### src/rtl/uart_frame_pkg.sv
package uart_frame_pkg;

   localparam int unsigned MAX_BITS = 9;
   localparam int unsigned MIN_BITS = 5;

   typedef logic [MAX_BITS-1:0] char_t;

   typedef enum logic [1:0] {
      PAR_OFF   = 2'b00,
      PAR_EVEN  = 2'b01,
      PAR_ODD   = 2'b10,
      PAR_OFF_B = 2'b11
   } par_mode_e;

   typedef struct packed {
      logic [3:0] nbits;
      logic       par_en;
      logic       par_odd;
      logic       two_stop;
   } frame_cfg_t;

   function automatic frame_cfg_t decode_cfg(input logic [2:0] len,
                                             input logic [1:0] par,
                                             input logic       two,
                                             input int unsigned limit);
      frame_cfg_t c;
      logic [3:0] n;
      n = (len > 3'd4) ? 4'd9 : ({1'b0, len} + 4'd5);
      if (32'(n) > limit) n = 4'(limit);
      c.nbits    = n;
      c.par_en   = (par == PAR_EVEN) || (par == PAR_ODD);
      c.par_odd  = (par == PAR_ODD);
      c.two_stop = two;
      return c;
   endfunction

   function automatic char_t keep_low(input char_t d, input logic [3:0] n);
      char_t r;
      for (int i = 0; i < MAX_BITS; i++) r[i] = (i < 32'(n)) ? d[i] : 1'b0;
      return r;
   endfunction

endpackage

### src/rtl/uart_bit_timer.sv
module uart_bit_timer #(
   parameter int unsigned CNT_W = 4
) (
   input  logic             clk,
   input  logic             rst_n,
   input  logic             tick,
   input  logic             clear,
   input  logic [CNT_W-1:0] last,
   output logic             expire
);
   logic [CNT_W-1:0] cnt_q;

   assign expire = tick && !clear && (cnt_q == last);

   always_ff @(posedge clk or negedge rst_n) begin
      if (!rst_n)      cnt_q <= '0;
      else if (clear)  cnt_q <= '0;
      else if (tick)   cnt_q <= expire ? '0 : cnt_q + 1'b1;
   end
endmodule

### src/rtl/uart_line_sync.sv
module uart_line_sync #(
   parameter int unsigned STAGES = 2
) (
   input  logic clk,
   input  logic rst_n,
   input  logic din,
   output logic dout
);
   generate
      if (STAGES == 1) begin : g_single
         logic s_q;
         always_ff @(posedge clk or negedge rst_n) begin
            if (!rst_n) s_q <= 1'b1;
            else        s_q <= din;
         end
         assign dout = s_q;
      end else begin : g_chain
         logic [STAGES-1:0] s_q;
         always_ff @(posedge clk or negedge rst_n) begin
            if (!rst_n) s_q <= '1;
            else        s_q <= {s_q[STAGES-2:0], din};
         end
         assign dout = s_q[STAGES-1];
      end
   endgenerate
endmodule

### src/rtl/uart_tx_core.sv
module uart_tx_core
   import uart_frame_pkg::*;
#(
   parameter int unsigned DATA_W     = 9,
   parameter int unsigned OVERSAMPLE = 16
) (
   input  logic              clk,
   input  logic              rst_n,
   input  logic              baud_tick,
   input  frame_cfg_t        cfg_in,
   input  logic              tx_start,
   input  logic [DATA_W-1:0] tx_data,
   output logic              tx_busy,
   output logic              tx_done,
   output logic              txd
);
   localparam int unsigned CNT_W = $clog2(OVERSAMPLE);
   localparam logic [CNT_W-1:0] BIT_LAST = CNT_W'(OVERSAMPLE - 1);

   typedef enum logic [2:0] {
      T_IDLE, T_START, T_DATA, T_PAR, T_STOP1, T_STOP2
   } tx_state_e;

   tx_state_e  state_q;
   frame_cfg_t cfg_q;
   char_t      shreg_q;
   logic       par_q;
   logic [3:0] idx_q;
   logic       done_q;
   logic       expire;
   logic       last_stop;
   logic       accept;
   char_t      load_val;

   uart_bit_timer #(.CNT_W(CNT_W)) u_timer (
      .clk    (clk),
      .rst_n  (rst_n),
      .tick   (baud_tick),
      .clear  (state_q == T_IDLE),
      .last   (BIT_LAST),
      .expire (expire)
   );

   assign last_stop = expire && (((state_q == T_STOP1) && !cfg_q.two_stop) ||
                                 (state_q == T_STOP2));
   assign accept    = tx_start && ((state_q == T_IDLE) || last_stop);
   assign load_val  = keep_low(char_t'(tx_data), cfg_in.nbits);

   always_ff @(posedge clk or negedge rst_n) begin
      if (!rst_n) begin
         state_q <= T_IDLE;
         cfg_q   <= '0;
         shreg_q <= '0;
         par_q   <= 1'b0;
         idx_q   <= '0;
         done_q  <= 1'b0;
      end else begin
         done_q <= last_stop;
         if (accept) begin
            cfg_q   <= cfg_in;
            shreg_q <= load_val;
            par_q   <= (^load_val) ^ cfg_in.par_odd;
            idx_q   <= '0;
            state_q <= T_START;
         end else if (expire) begin
            case (state_q)
               T_START: state_q <= T_DATA;
               T_DATA: begin
                  shreg_q <= shreg_q >> 1;
                  idx_q   <= idx_q + 4'd1;
                  if (idx_q == cfg_q.nbits - 4'd1)
                     state_q <= cfg_q.par_en ? T_PAR : T_STOP1;
               end
               T_PAR:   state_q <= T_STOP1;
               T_STOP1: state_q <= cfg_q.two_stop ? T_STOP2 : T_IDLE;
               default: state_q <= T_IDLE;
            endcase
         end
      end
   end

   always_comb begin
      case (state_q)
         T_START: txd = 1'b0;
         T_DATA:  txd = shreg_q[0];
         T_PAR:   txd = par_q;
         default: txd = 1'b1;
      endcase
   end

   assign tx_busy = (state_q != T_IDLE);
   assign tx_done = done_q;
endmodule

### src/rtl/uart_rx_core.sv
module uart_rx_core
   import uart_frame_pkg::*;
#(
   parameter int unsigned DATA_W     = 9,
   parameter int unsigned OVERSAMPLE = 16
) (
   input  logic              clk,
   input  logic              rst_n,
   input  logic              baud_tick,
   input  frame_cfg_t        cfg_in,
   input  logic              line_s,
   output logic [DATA_W-1:0] rx_data,
   output logic              rx_valid,
   output logic              rx_par_err,
   output logic              rx_frm_err
);
   localparam int unsigned CNT_W = $clog2(OVERSAMPLE);
   localparam logic [CNT_W-1:0] BIT_LAST  = CNT_W'(OVERSAMPLE - 1);
   localparam logic [CNT_W-1:0] HALF_LAST = CNT_W'(OVERSAMPLE / 2 - 1);

   typedef enum logic [2:0] {
      R_IDLE, R_START, R_DATA, R_PAR, R_STOP, R_SKIP
   } rx_state_e;

   rx_state_e  state_q;
   frame_cfg_t cfg_q;
   char_t      dbuf_q;
   char_t      out_q;
   logic [3:0] idx_q;
   logic       acc_q;
   logic       perr_q;
   logic       prev_q;
   logic       valid_q;
   logic       par_out_q;
   logic       frm_out_q;
   logic       expire;
   logic       fall;

   uart_bit_timer #(.CNT_W(CNT_W)) u_timer (
      .clk    (clk),
      .rst_n  (rst_n),
      .tick   (baud_tick),
      .clear  (state_q == R_IDLE),
      .last   ((state_q == R_START) ? HALF_LAST : BIT_LAST),
      .expire (expire)
   );

   assign fall = prev_q && !line_s;

   always_ff @(posedge clk or negedge rst_n) begin
      if (!rst_n) begin
         state_q   <= R_IDLE;
         cfg_q     <= '0;
         dbuf_q    <= '0;
         out_q     <= '0;
         idx_q     <= '0;
         acc_q     <= 1'b0;
         perr_q    <= 1'b0;
         prev_q    <= 1'b1;
         valid_q   <= 1'b0;
         par_out_q <= 1'b0;
         frm_out_q <= 1'b0;
      end else begin
         prev_q  <= line_s;
         valid_q <= 1'b0;
         case (state_q)
            R_IDLE: begin
               if (fall) begin
                  cfg_q   <= cfg_in;
                  state_q <= R_START;
               end
            end
            R_START: begin
               if (expire) begin
                  if (!line_s) begin
                     idx_q   <= '0;
                     dbuf_q  <= '0;
                     acc_q   <= 1'b0;
                     perr_q  <= 1'b0;
                     state_q <= R_DATA;
                  end else begin
                     state_q <= R_IDLE;
                  end
               end
            end
            R_DATA: begin
               if (expire) begin
                  dbuf_q[idx_q] <= line_s;
                  acc_q         <= acc_q ^ line_s;
                  idx_q         <= idx_q + 4'd1;
                  if (idx_q == cfg_q.nbits - 4'd1)
                     state_q <= cfg_q.par_en ? R_PAR : R_STOP;
               end
            end
            R_PAR: begin
               if (expire) begin
                  perr_q  <= (acc_q ^ cfg_q.par_odd) != line_s;
                  state_q <= R_STOP;
               end
            end
            R_STOP: begin
               if (expire) begin
                  out_q     <= dbuf_q;
                  par_out_q <= cfg_q.par_en & perr_q;
                  frm_out_q <= !line_s;
                  valid_q   <= 1'b1;
                  state_q   <= cfg_q.two_stop ? R_SKIP : R_IDLE;
               end
            end
            default: begin
               if (expire) state_q <= R_IDLE;
            end
         endcase
      end
   end

   assign rx_data    = out_q[DATA_W-1:0];
   assign rx_valid   = valid_q;
   assign rx_par_err = par_out_q;
   assign rx_frm_err = frm_out_q;
endmodule

### src/rtl/uart_frame_xcvr.sv
module uart_frame_xcvr
   import uart_frame_pkg::*;
#(
   parameter int unsigned DATA_W      = 9,
   parameter int unsigned OVERSAMPLE  = 16,
   parameter int unsigned SYNC_STAGES = 2
) (
   input  logic              clk,
   input  logic              rst_n,
   input  logic              baud_tick,
   input  logic [2:0]        cfg_len,
   input  logic [1:0]        cfg_par,
   input  logic              cfg_two_stop,
   input  logic              tx_start,
   input  logic [DATA_W-1:0] tx_data,
   output logic              tx_busy,
   output logic              tx_done,
   output logic              txd,
   input  logic              rxd,
   output logic [DATA_W-1:0] rx_data,
   output logic              rx_valid,
   output logic              rx_par_err,
   output logic              rx_frm_err
);
   generate
      if (OVERSAMPLE < 4 || (OVERSAMPLE % 2) != 0) begin : g_bad_os
         $error("OVERSAMPLE must be even and at least 4");
      end
      if (DATA_W < MIN_BITS || DATA_W > MAX_BITS) begin : g_bad_w
         $error("DATA_W must lie between 5 and 9");
      end
      if (SYNC_STAGES < 1) begin : g_bad_sync
         $error("SYNC_STAGES must be at least 1");
      end
   endgenerate

   frame_cfg_t cfg_now;
   logic       line_s;

   assign cfg_now = decode_cfg(cfg_len, cfg_par, cfg_two_stop, DATA_W);

   uart_line_sync #(.STAGES(SYNC_STAGES)) u_sync (
      .clk   (clk),
      .rst_n (rst_n),
      .din   (rxd),
      .dout  (line_s)
   );

   uart_tx_core #(.DATA_W(DATA_W), .OVERSAMPLE(OVERSAMPLE)) u_tx (
      .clk       (clk),
      .rst_n     (rst_n),
      .baud_tick (baud_tick),
      .cfg_in    (cfg_now),
      .tx_start  (tx_start),
      .tx_data   (tx_data),
      .tx_busy   (tx_busy),
      .tx_done   (tx_done),
      .txd       (txd)
   );

   uart_rx_core #(.DATA_W(DATA_W), .OVERSAMPLE(OVERSAMPLE)) u_rx (
      .clk        (clk),
      .rst_n      (rst_n),
      .baud_tick  (baud_tick),
      .cfg_in     (cfg_now),
      .line_s     (line_s),
      .rx_data    (rx_data),
      .rx_valid   (rx_valid),
      .rx_par_err (rx_par_err),
      .rx_frm_err (rx_frm_err)
   );
endmodule

### config.mk
export PLATFORM = sky130hd
export DESIGN_NAME = uart_frame_xcvr
export DESIGN_NICKNAME = d
export VERILOG_FILES = /design/src/rtl/uart_frame_pkg.sv /design/src/rtl/uart_bit_timer.sv /design/src/rtl/uart_line_sync.sv /design/src/rtl/uart_tx_core.sv /design/src/rtl/uart_rx_core.sv /design/src/rtl/uart_frame_xcvr.sv
export SDC_FILE = /design/constraint.sdc
export NUM_CORES = 1
export LEC_CHECK = 0
export CAP_MARGIN = 30
export CORE_MARGIN = 2
export CORE_UTILIZATION = 51
export DETAILED_ROUTE_END_ITERATION = 16
export PLACE_DENSITY = 0.7
export SLEW_MARGIN = 20
export SYNTH_ARGS = -nofsm -noshare
export SYNTH_HDL_FRONTEND = slang
export SYNTH_SLANG_ARGS = --single-unit
### constraint.sdc
create_clock -name clk -period 4.5 [get_ports clk]
set_clock_uncertainty 0.1 [all_clocks]
set_input_delay 0.9 -clock clk [delete_from_list [all_inputs] [get_ports clk]]
set_output_delay 0.9 -clock clk [all_outputs]
set_load 0.05 [all_outputs]
# [Yosys cells after proc, flatten, opt, wreduce, memory -nomap -nowiden]
# Cells that the tools add are included.
# Widths: inputs -> output; s select.
[word_totals] ff_bits=72 out_inout_bits=15 word_cells=168
[classes] add_sub_neg=7 order_cmp=13 eq_ne=24 mux=61 n_bitwise=4 reduce_logical=34
[ops] cell="$mux 4" n=15
[ops] cell="$mux 9" n=6
[ops] cell="$mux 3" n=14
[ops] cell="$pmux 9 s2" n=1
[ops] cell="$add 4x1->4 const B" n=4
[ops] cell="$lt 3x4->1 const A" n=4
[ops] cell="$mux 1" n=16
[ops] cell="$pmux 3 s5" n=1
[ops] cell="$reduce_bool 2->1" n=7
[ops] cell="$eq 3x2->1 const B" n=4
[ops] cell="$eq 4x4->1" n=3
[ops] cell="$pmux 3 s4" n=1
[ops] cell="$ne 2x2->1 const B" n=5
[ops] cell="$bwmux 9" n=1
[ops] cell="$eq 3x3->1 const B" n=3
[ops] cell="$logic_and 1x1->1" n=9
[ops] cell="$reduce_xor 9->1" n=1
[ops] cell="$lt 1x4->1 const A" n=2
[ops] cell="$lt 2x4->1 const A" n=2
[ops] cell="$pmux 4 s2" n=1
[ops] cell="$reduce_and 2->1" n=4
[ops] cell="$reduce_and 4->1" n=2
[ops] cell="$sub 4x1->4 const B" n=2
[ops] cell="$reduce_and 7->1" n=1
[ops] cell="other kinds (23)" n=34

# [Depth between registers and ports, before layout]
# Gate-level depths: netlist of run 1.
[logic_depth] word_depth=9 depth_mapped=10 ltp_nobuf=9

# [Cells and area by module]
# From an unflattened synthesis of run 1, not the netlist that was laid out.
[unflattened] hier_cells=430 area_unflattened_um2=4111.4
[by_module_without_submodules] mod="uart_rx_core" n_inst=1 cells_each=194 area_per_inst_um2=1933.1 seq_area_each_um2=952.2
[by_module_without_submodules] mod="uart_tx_core" n_inst=1 cells_each=165 area_per_inst_um2=1450.1 seq_area_each_um2=600.6
[by_module_without_submodules] mod="uart_bit_timer" n_inst=2 cells_each=27 area_per_inst_um2=284.0 seq_area_each_um2=100.1
[by_module_without_submodules] mod="uart_frame_xcvr" n_inst=1 cells_each=15 area_per_inst_um2=107.6 seq_area_each_um2=0.0
[by_module_without_submodules] mod="uart_line_sync" n_inst=1 cells_each=2 area_per_inst_um2=52.6 seq_area_each_um2=52.6

# [Worst setup path after synthesis of run 1]
# OpenSTA, ideal clock, no wires.
[synth_path] path_kind="input to register" startpoint="in cfg_len[0]" endpoint="reg u_tx.par_q" setup_time_ns=0.125 arrival_ns=3.078 required_ns=4.275 path_slack_ns=1.197 cell_stages=9 path_cell_list="buf_2 inv_1 ha_1 or3b_4 o21a_1 o221ai_2 xnor3_1 xor2_1 mux2_4"
[synth_via] elab_chain_cells=8
[synth_lines] item="from (decl)" line="uart_frame_xcvr.sv:11" text="input logic [2:0] cfg_len,"
[synth_lines] item="$add 3x3->4 or $gt 3x3->1 (tied branches)" line="uart_frame_pkg.sv:28" text="n = (len > 3'd4) ? 4'd9 : ({1'b0, len} + 4'd5);"
[synth_lines] item="$mux 4 *" line="uart_frame_pkg.sv:28"
[synth_lines] item="$gt 4x4->1" line="uart_frame_pkg.sv:29" text="if (32'(n) > limit) n = 4'(limit);"
[synth_lines] item="$mux 4 *" line="uart_frame_pkg.sv:29"
[synth_lines] item="$lt 1x4->1 (tied with other cells)" line="uart_frame_pkg.sv:39" text="for (int i = 0; i < MAX_BITS; i++) r[i] = (i < 32'(n)) ? d[i] : 1'b0;"
[synth_lines] item="$mux 1" line="uart_frame_pkg.sv:39"
[synth_lines] item="$reduce_xor 9->1 *" line="uart_tx_core.sv:62" text="par_q <= (^load_val) ^ cfg_in.par_odd;"
[synth_lines] item="$xor 1x1->1 *" line="uart_tx_core.sv:62"
[synth_lines] item="to (signal assigned)" line="uart_tx_core.sv:62"
[synth_lines] item="to (decl)" line="uart_tx_core.sv:27" text="logic par_q;"
# Every way passes the cells marked *; elsewhere a longest branch is shown, timed or not.
# A chain may end at the register's enable or synchronous reset.

# [Worst setup path in the final report of run 1]
[layout_path] startpoint="in cfg_len[1]" endpoint="reg u_tx.par_q"
# The elaborated chain is that of the path after synthesis.

==> reports/summary.txt, run 1 <==
SYNTH
--------------------------------------------------------------------------------------
Number of distinct standard cells referenced by the synthesized netlist             51
Primary FF master, synth                                                  sky130_fd_sc_hd__dfrtp_1
Ys Warns                                                                             0
Number of enable flip-flop cells after synthesis                                     0
Share of synthesized flip-flops with an asynchronous set or reset                 100%
Sequential element share of the synthesized area                                 47.6%
Netlist area before placement                                               3790 sq um
Number of nets in the synthesized netlist                                          431
Count of state elements after synthesis                                             72
Synthesized area per cell                                                   9.51 sq um
Number of instances in the synthesized netlist                                     399

CRITICAL PATH
--------------------------------------------------------------------------------------
Crit end category                                                                 flop
Crit path kind                                                               in -> reg
Register-to-Register Path Depth                                                      5
Worst Path Arrival                                                             3.56 ns
CP Launch Type                                                               input pin
Maximum fanout along the worst path                                                  7
Req. time, crit path                                                           4.63 ns
Reg2Reg Setup Slack                                                            2.08 ns

TIMING
--------------------------------------------------------------------------------------
Hold_ws                                                                       0.263 ns
Fin Setup TNS                                                                     0 ns
Actual slew at the worst max-slew pin                                         0.685 ns
Final worst-path cycle share                                                     76.2%
Total of endpoints with negative setup slack in the final report                     0
Worst-case headroom to the max-slew limit                                        54.0%
Number of pins with negative max-slew slack in the final report                      0
Setup repair after global routing missed its margin                                 no
F_max                                                                          291 MHz
Time the worst path needs with I/O delays and setup                            3.43 ns
Hold Violations, Final                                                               0

GRT
--------------------------------------------------------------------------------------
Pin count of the biggest net entering global routing                                52
Via count of the first global-routing pass                                        2870
GRT Total Usage                                                                  20.1%
GRT met3 Usage                                                                   4.02%
GR Util met1                                                                     25.9%
Global-route wire length before repair                                        13200 um
Antenna violations before repair                                                     0
Most used routing layer                                                           met2
Met2 Use GR                                                                      33.9%
Leftover overflow at the end of global routing                                       0

DIE
--------------------------------------------------------------------------------------
Row count                                                                           31
Starting Density                                                                 52.6%
Die height                                                                     90.2 um
Number of I/O pins                                                                  35
Overall die area                                                            8140 sq um
Standard cell core area                                                     7210 sq um
Die W                                                                          90.2 um

ROUTING
--------------------------------------------------------------------------------------
Iteration-0 DRC Markers                                                            101
Total wire length                                                              7380 um
Count of vias placed by the detailed router                                       2924
1st-pass router iterations                                                           4
Via-per-instance ratio                                                            5.43
WL/cell                                                                        13.7 um
# DRC                                                                                0
Remaining antenna violation count after routing                                      0

PWR
--------------------------------------------------------------------------------------
Max VDD drop                                                                0.000321 V
Leakage power figure                                                           2.03 nW
Fraction of power spent switching nets                                           31.1%
Design internal power                                                          1.51 mW
Switching power                                                               0.681 mW
Sequential share of power                                                        43.0%
Gate power share                                                                 26.1%
Total power divided by cell area                                           485 nW/um^2
Clock power frac                                                                 30.9%

CLOCK NETWORK
--------------------------------------------------------------------------------------
Number of setup buffers added after CTS                                              0
Clock transition at the registers of the reported paths                        0.07 ns
Clk Latency, worst-skew pair                                                   0.34 ns
Number of cells upsized or downsized after cts                                       0
CTS Hold Bufs                                                                        0
TritonCTS clock tree                                                             built
Maximum clock path buffer count                                                      2
Clock root buffer                                                         sky130_fd_sc_hd__clkbuf_8
H-tree depth                                                                         3
Number of buffers inserted during clock tree synthesis                               9
CTS sink count                                                                      72

PLACEMENT
--------------------------------------------------------------------------------------
Number of port buffers                                                              34
Weighted congestion at the end of routability-driven global placement            0.859
Half-perimeter wire length after placement                                     5220 um

STATUS
--------------------------------------------------------------------------------------
Outcome                                                                      completed

FINISH
--------------------------------------------------------------------------------------
Area growth from synthesis to final layout                                       18.9%
Fraction of layout instances using a drive strength above 1                      8.66%
Net count of the finished layout                                                   466
Number of fill cells in the layout                                                 641
N_diodes                                                                             0

WORST HOLD PATH
--------------------------------------------------------------------------------------
Tightest Hold Check Type                                                    reg -> reg
Cell depth of the worst min-delay path                                               0

FLOW RUN
--------------------------------------------------------------------------------------
Max-cap viol count                                                                   0

## power groups by stage
stage               logic [mW]  clock network, mW  registers, mW
detailed placement       0.577                  0          0.953
global placement         0.559                  0          0.945
CTS                      0.581              0.691          0.942
finish                   0.571              0.676          0.943
global route             0.659              0.718          0.966
floorplan                0.489                  0          0.884
## cell type report
type | instances | area (sq um) | share of cell area (%)
Multi-Input combinational cell | 293 | 1860 | 41.3
Sequential cell | 72 | 1810 | 40.0
Timing Repair Buffer | 40 | 383 | 8.49
Clock buffer | 10 | 138 | 3.05
Clock inverter | 6 | 130 | 2.88
Tap cell | 99 | 124 | 2.75
Inverter | 18 | 67.6 | 1.50
## metrics by stage
step / utilization, % / setup WS (ns) / power [mW] / std cells / instance area (sq um)
floorplan: - / 1.20 / 1.37 / 399 / 3790
global placement: 58.8 / 0.754 / 1.50 / 522 / 4240
CTS: 62.5 / 1.10 / 2.21 / 538 / 4510
global route: 62.5 / 0.949 / 2.34 / 538 / 4510
finish: 62.5 / 1.07 / 2.19 / 538 / 4510
detailed placement: 58.8 / 0.730 / 1.53 / 522 / 4240
## layout by cell type, fill, tap and decap left out, drive strengths merged, types with 7 or more instances in the layout
cell type,n
clkdlybuf4s50,33
nand3b,7
nor3,10
mux2,7
nor2,43
inv,17
buf,7
nand3,7
mux2i,19
a21oi,14
xnor2,17
o21ai,28
nand2,59
dfrtp,69
xor2,9
clkbuf,10
ha,12
## worst max-delay path, stage by stage
cell and delay (ns):
sky130_fd_sc_hd__clkdlybuf4s50_1 0.58, sky130_fd_sc_hd__inv_1 0.07, sky130_fd_sc_hd__ha_1 0.38, sky130_fd_sc_hd__or3b_4 0.45, sky130_fd_sc_hd__nor2_1 0.13, sky130_fd_sc_hd__a21oi_1 0.07
sky130_fd_sc_hd__o221ai_2 0.16, sky130_fd_sc_hd__xnor3_1 0.42, sky130_fd_sc_hd__xor2_1 0.15, sky130_fd_sc_hd__mux2_4 0.26
## worst paths after layout
kind,from,end
worst max-delay path,cfg_len[1],u_tx.par_q
worst min-delay path,u_sync.g_chain.s_q[0],u_sync.g_chain.s_q[1]
worst max register to register,u_rx.state_q[0],u_rx.state_q[0]
worst min register to register,u_sync.g_chain.s_q[0],u_sync.g_chain.s_q[1]
max in group asynchronous,rst_n,u_rx.dbuf_q[3]
min in group asynchronous,rst_n,u_tx.u_timer.cnt_q[0]
## flip-flops by register name, indices dropped and copies added, names as in the netlist, 2 cells and up
name and count:
u_rx.state_q 3, u_rx.cfg_q 7, u_tx.cfg_q 6, u_rx.rx_data 9
u_rx.idx_q 4, u_tx.shreg_q 9, u_tx.u_timer.cnt_q 4, u_tx.state_q 3
u_sync.g_chain.s_q 2, u_tx.idx_q 4, u_rx.u_timer.cnt_q 4, u_rx.dbuf_q 9
## synth_stat cells (2+ instances only)
library cell	count	area (sq um)
sky130_fd_sc_hd__a21oi_1	14	70.1
sky130_fd_sc_hd__o22ai_1	2	12.5
sky130_fd_sc_hd__o21ai_1	11	55.1
sky130_fd_sc_hd__buf_2	3	15.0
sky130_fd_sc_hd__nand2_1	59	221
sky130_fd_sc_hd__ha_1	12	150
sky130_fd_sc_hd__nor4_1	4	25.0
sky130_fd_sc_hd__mux2_2	3	33.8
sky130_fd_sc_hd__o31ai_1	5	37.5
sky130_fd_sc_hd__nor2_1	43	161
sky130_fd_sc_hd__inv_1	15	56.3
sky130_fd_sc_hd__a41oi_1	2	17.5
sky130_fd_sc_hd__xnor2_1	17	149
sky130_fd_sc_hd__a22o_1	2	17.5
sky130_fd_sc_hd__o211ai_1	3	22.5
sky130_fd_sc_hd__dfrtp_1	69	1730
sky130_fd_sc_hd__dfstp_2	3	78.8
sky130_fd_sc_hd__nor4bb_1	2	20.0
sky130_fd_sc_hd__nor3b_1	6	45.0
sky130_fd_sc_hd__nor3_1	10	50.1
sky130_fd_sc_hd__o21ai_0	17	85.1
sky130_fd_sc_hd__mux2i_1	19	190
sky130_fd_sc_hd__a31oi_1	2	12.5
sky130_fd_sc_hd__nand3b_1	7	52.6
sky130_fd_sc_hd__clkbuf_1	13	48.8
sky130_fd_sc_hd__nand3_1	7	35.0
sky130_fd_sc_hd__nand2b_1	6	37.5
sky130_fd_sc_hd__inv_2	2	7.51
sky130_fd_sc_hd__mux2_1	3	33.8
sky130_fd_sc_hd__xor2_1	9	78.8
sky130_fd_sc_hd__and3_1	6	37.5
sky130_fd_sc_hd__nand4_1	4	25.0
## kinds of logic (layout without fill, tap and decap cells)
kind of cell	count (synthesis)	count (layout)	share of synthesized area (%)
buffers and inverters	34	74	3.46
DFF	72	72	47.6
and+or+nand+nor	161	161	20.3
adders and majority gates	12	12	3.96
muxes	26	26	7.19
xor gates and xnor gates	27	27	6.60
AOI/OAI and AO/OA	67	67	11.0
## layer usage
metal,up-vias,part of all wire (%)
met5,-,0
met4,0,0.91
met3,4,3.5
met2,58,48
met1,1409,48
li1,1453,-
(Power assumes the default switching activity.)
==> run 2, diff against run 1 <==
==> constraint.sdc (replaced) <==
create_clock -name clk -period 3.3 [get_ports clk]
set_clock_uncertainty 0.1 [all_clocks]
set_input_delay 0.66 -clock clk [delete_from_list [all_inputs] [get_ports clk]]
set_output_delay 0.66 -clock clk [all_outputs]
set_load 0.05 [all_outputs]
==> run 2 against run 1 <==
Compared with the run above: global-route usage up 0.065 points; critical path depth unchanged; critical endpoint unchanged; via count up 1.2%.
==> reports/summary.txt, run 2 (synthesized netlist as in run 1, its figures left out) <==
STATUS
------------------------------------------------------------------------------------
Outcome                                                                    completed

CRITICAL PATH
------------------------------------------------------------------------------------
Chain of cells forming the critical path                                clkdlybuf4s50_1 > inv_1 > ha_1 > or3b_4 > nor2_1 > a21oi_1 > o221ai_2 > xnor3_1 > xor2_1 > mux2_4
Worst path slowest cell                                                 sky130_fd_sc_hd__clkdlybuf4s50_1
Maximum fanout along the worst path                                                4   -3
Crit end category                                                               flop
CP Launch Type                                                             input pin
Req. time, crit path                                                         3.43 ns   -1.20 ns
Worst Path Arrival                                                           3.13 ns   -0.43 ns
Reg2Reg Setup Slack                                                          0.88 ns   -1.20 ns
Crit path kind                                                             in -> reg
Largest stage delay on the critical path                                     0.47 ns   -0.11 ns

GRT
------------------------------------------------------------------------------------
Via count of the first global-routing pass                                      2803   -2.3%
Leftover overflow at the end of global routing                                     0   unchanged
Pin count of the biggest net entering global routing                              40   -23%
Antenna violations before repair                                                   0   unchanged
Global-route wire length before repair                                      13300 um   +0.31%
GRT Total Usage                                                                20.2%   +0.065 points

CLOCK NETWORK
------------------------------------------------------------------------------------
Clock root buffer                                                       sky130_fd_sc_hd__clkbuf_8
Clk Latency, worst-skew pair                                                 0.34 ns   about the same
Maximum clock path buffer count                                                    2   unchanged
TritonCTS clock tree                                                           built
Number of buffers inserted during clock tree synthesis                             9   unchanged
Clock transition at the registers of the reported paths                      0.08 ns   about the same
H-tree depth                                                                       3   unchanged
Number of setup buffers added after CTS                                            0   unchanged
CTS sink count                                                                    72   unchanged
CTS Hold Bufs                                                                      0   unchanged
Number of cells upsized or downsized after cts                                     0   unchanged

DIE
------------------------------------------------------------------------------------
Starting Density                                                               52.6%   unchanged
Number of I/O pins                                                                35   unchanged
Overall die area                                                          8140 sq um   unchanged
Row count                                                                         31   unchanged
Standard cell core area                                                   7210 sq um   unchanged
Die W                                                                        90.2 um   unchanged
Die height                                                                   90.2 um   unchanged

ROUTING
------------------------------------------------------------------------------------
Highest routing layer actually used                                             met4
# DRC                                                                              0   unchanged
Total wire length                                                            7600 um   +2.9%
Count of vias placed by the detailed router                                     2959   +1.2%
Via-per-instance ratio                                                          5.36   -1.4%
Iteration-0 DRC Markers                                                          136   +35%
Routed met3 length                                                            286 um   +10%
Routed length on met1                                                        3500 um   -0.28%
WL/cell                                                                      13.8 um   +0.32%
Remaining antenna violation count after routing                                    0   unchanged
1st-pass router iterations                                                         4   unchanged
Wire length on met2                                                          3680 um   +3.9%

FLOW RUN
------------------------------------------------------------------------------------
Max-cap viol count                                                                 0   unchanged

PLACEMENT
------------------------------------------------------------------------------------
Weighted congestion at the end of routability-driven global placement          0.889   +3.4%
Number of placed cells counting well taps                                        536   +2.7%
Half-perimeter wire length after placement                                   5600 um   +7.3%
Number of port buffers                                                            34   unchanged

TIMING
------------------------------------------------------------------------------------
Hold Violations, Final                                                             0   unchanged
Total of endpoints with negative setup slack in the final report                   0   unchanged
Setup repair after global routing missed its margin                               no
Fin Setup TNS                                                                   0 ns   unchanged
Final worst-path cycle share                                                   90.8%
Number of pins with negative max-slew slack in the final report                    0   unchanged
Time the worst path needs with I/O delays and setup                          3.00 ns
F_max                                                                        334 MHz
Actual slew at the worst max-slew pin                                       0.776 ns   +0.0904 ns
Worst-case headroom to the max-slew limit                                      48.3%   -5.7 points

FINISH
------------------------------------------------------------------------------------
Util after Layout                                                              63.5%   +0.99 points
Top library cells by usage in the layout, fill and taps aside           sky130_fd_sc_hd__dfrtp_1 (69), sky130_fd_sc_hd__nand2_1 (59), sky130_fd_sc_hd__nor2_1 (43), sky130_fd_sc_hd__clkdlybuf4s50_1 (33)
Net count of the finished layout                                                 480   +3.0%
Most common library cell in the layout ignoring fill and taps           sky130_fd_sc_hd__dfrtp_1
Area growth from synthesis to final layout                                     20.8%
Number of non-filler instances in the completed layout                           552   +2.6%
Fraction of layout instances using a drive strength above 1                    11.0%   +2.4 points
N_diodes                                                                           0   unchanged

PWR
------------------------------------------------------------------------------------
Total power divided by cell area                                         630 nW/um^2   +30%
Leakage power figure                                                         2.09 nW   +2.6%
Max VDD drop                                                              0.000494 V   +54%

WORST HOLD PATH
------------------------------------------------------------------------------------
Tightest Hold Check Type                                                  reg -> reg

## run 2: report_power, final
group	internal [mW]	total, mW	switching (mW)
registers	1.08	1.29	0.212
clock network	0.467	0.782	0.315
logic	0.400	0.813	0.413
total	1.95	2.89	0.940
## run 2: final timing paths
kind,startpoint,endpoint,depth (start not counted)
worst max-delay path,cfg_len[0],u_tx.par_q,10
worst min-delay path,u_sync.g_chain.s_q[0],u_sync.g_chain.s_q[1],0
worst max register to register,u_rx.state_q[1],u_rx.state_q[0],5
worst min register to register,u_sync.g_chain.s_q[0],u_sync.g_chain.s_q[1],0
max in group asynchronous,rst_n,u_rx.dbuf_q[7],2
min in group asynchronous,rst_n,u_rx.u_timer.cnt_q[1],1
## run 2: layer usage
| layer | GRT usage [%] | up-vias |
|---|---|---|
| met5 | 0 | - |
| met4 | 7.82 | 0 |
| met3 | 4.53 | 9 |
| met2 | 32.0 | 61 |
| met1 | 27.1 | 1415 |
| li1 | - | 1474 |
## run 2: stage by stage
step                      hold slack (ns)  total power [mW]  instance area, sq um  worst slack [ns]
final                               0.254              2.89                  4580             0.304
after CTS                           0.256              2.91                  4580             0.309
after global routing                0.265              3.08                  4580             0.179
after detailed placement            0.251              2.12                  4360           -0.0659
after floorplan                     0.245              1.87                  3790             0.237
after global placement              0.251              2.08                  4360           -0.0340
## run 2: area by class of cell
type	count	area (sq um)
repair buffers	54	498
clock buffers	13	159
clock inverters	3	65.1
fillers	615	2630
flip-flops and latches	72	1810
multi-input cells	293	1860
well taps	99	124
inverters	18	67.6
## run 2: worst max-delay path, delay by kind of cell
kind / cells / cell delay [ns]
AND/OR/NAND/NOR: 2 / 0.56
AO/OA/AOI/OAI: 2 / 0.25
multiplexers: 1 / 0.25
adder cells (fa/ha/maj): 1 / 0.30
XOR/XNOR: 2 / 0.58
buffers and inverters: 2 / 0.52
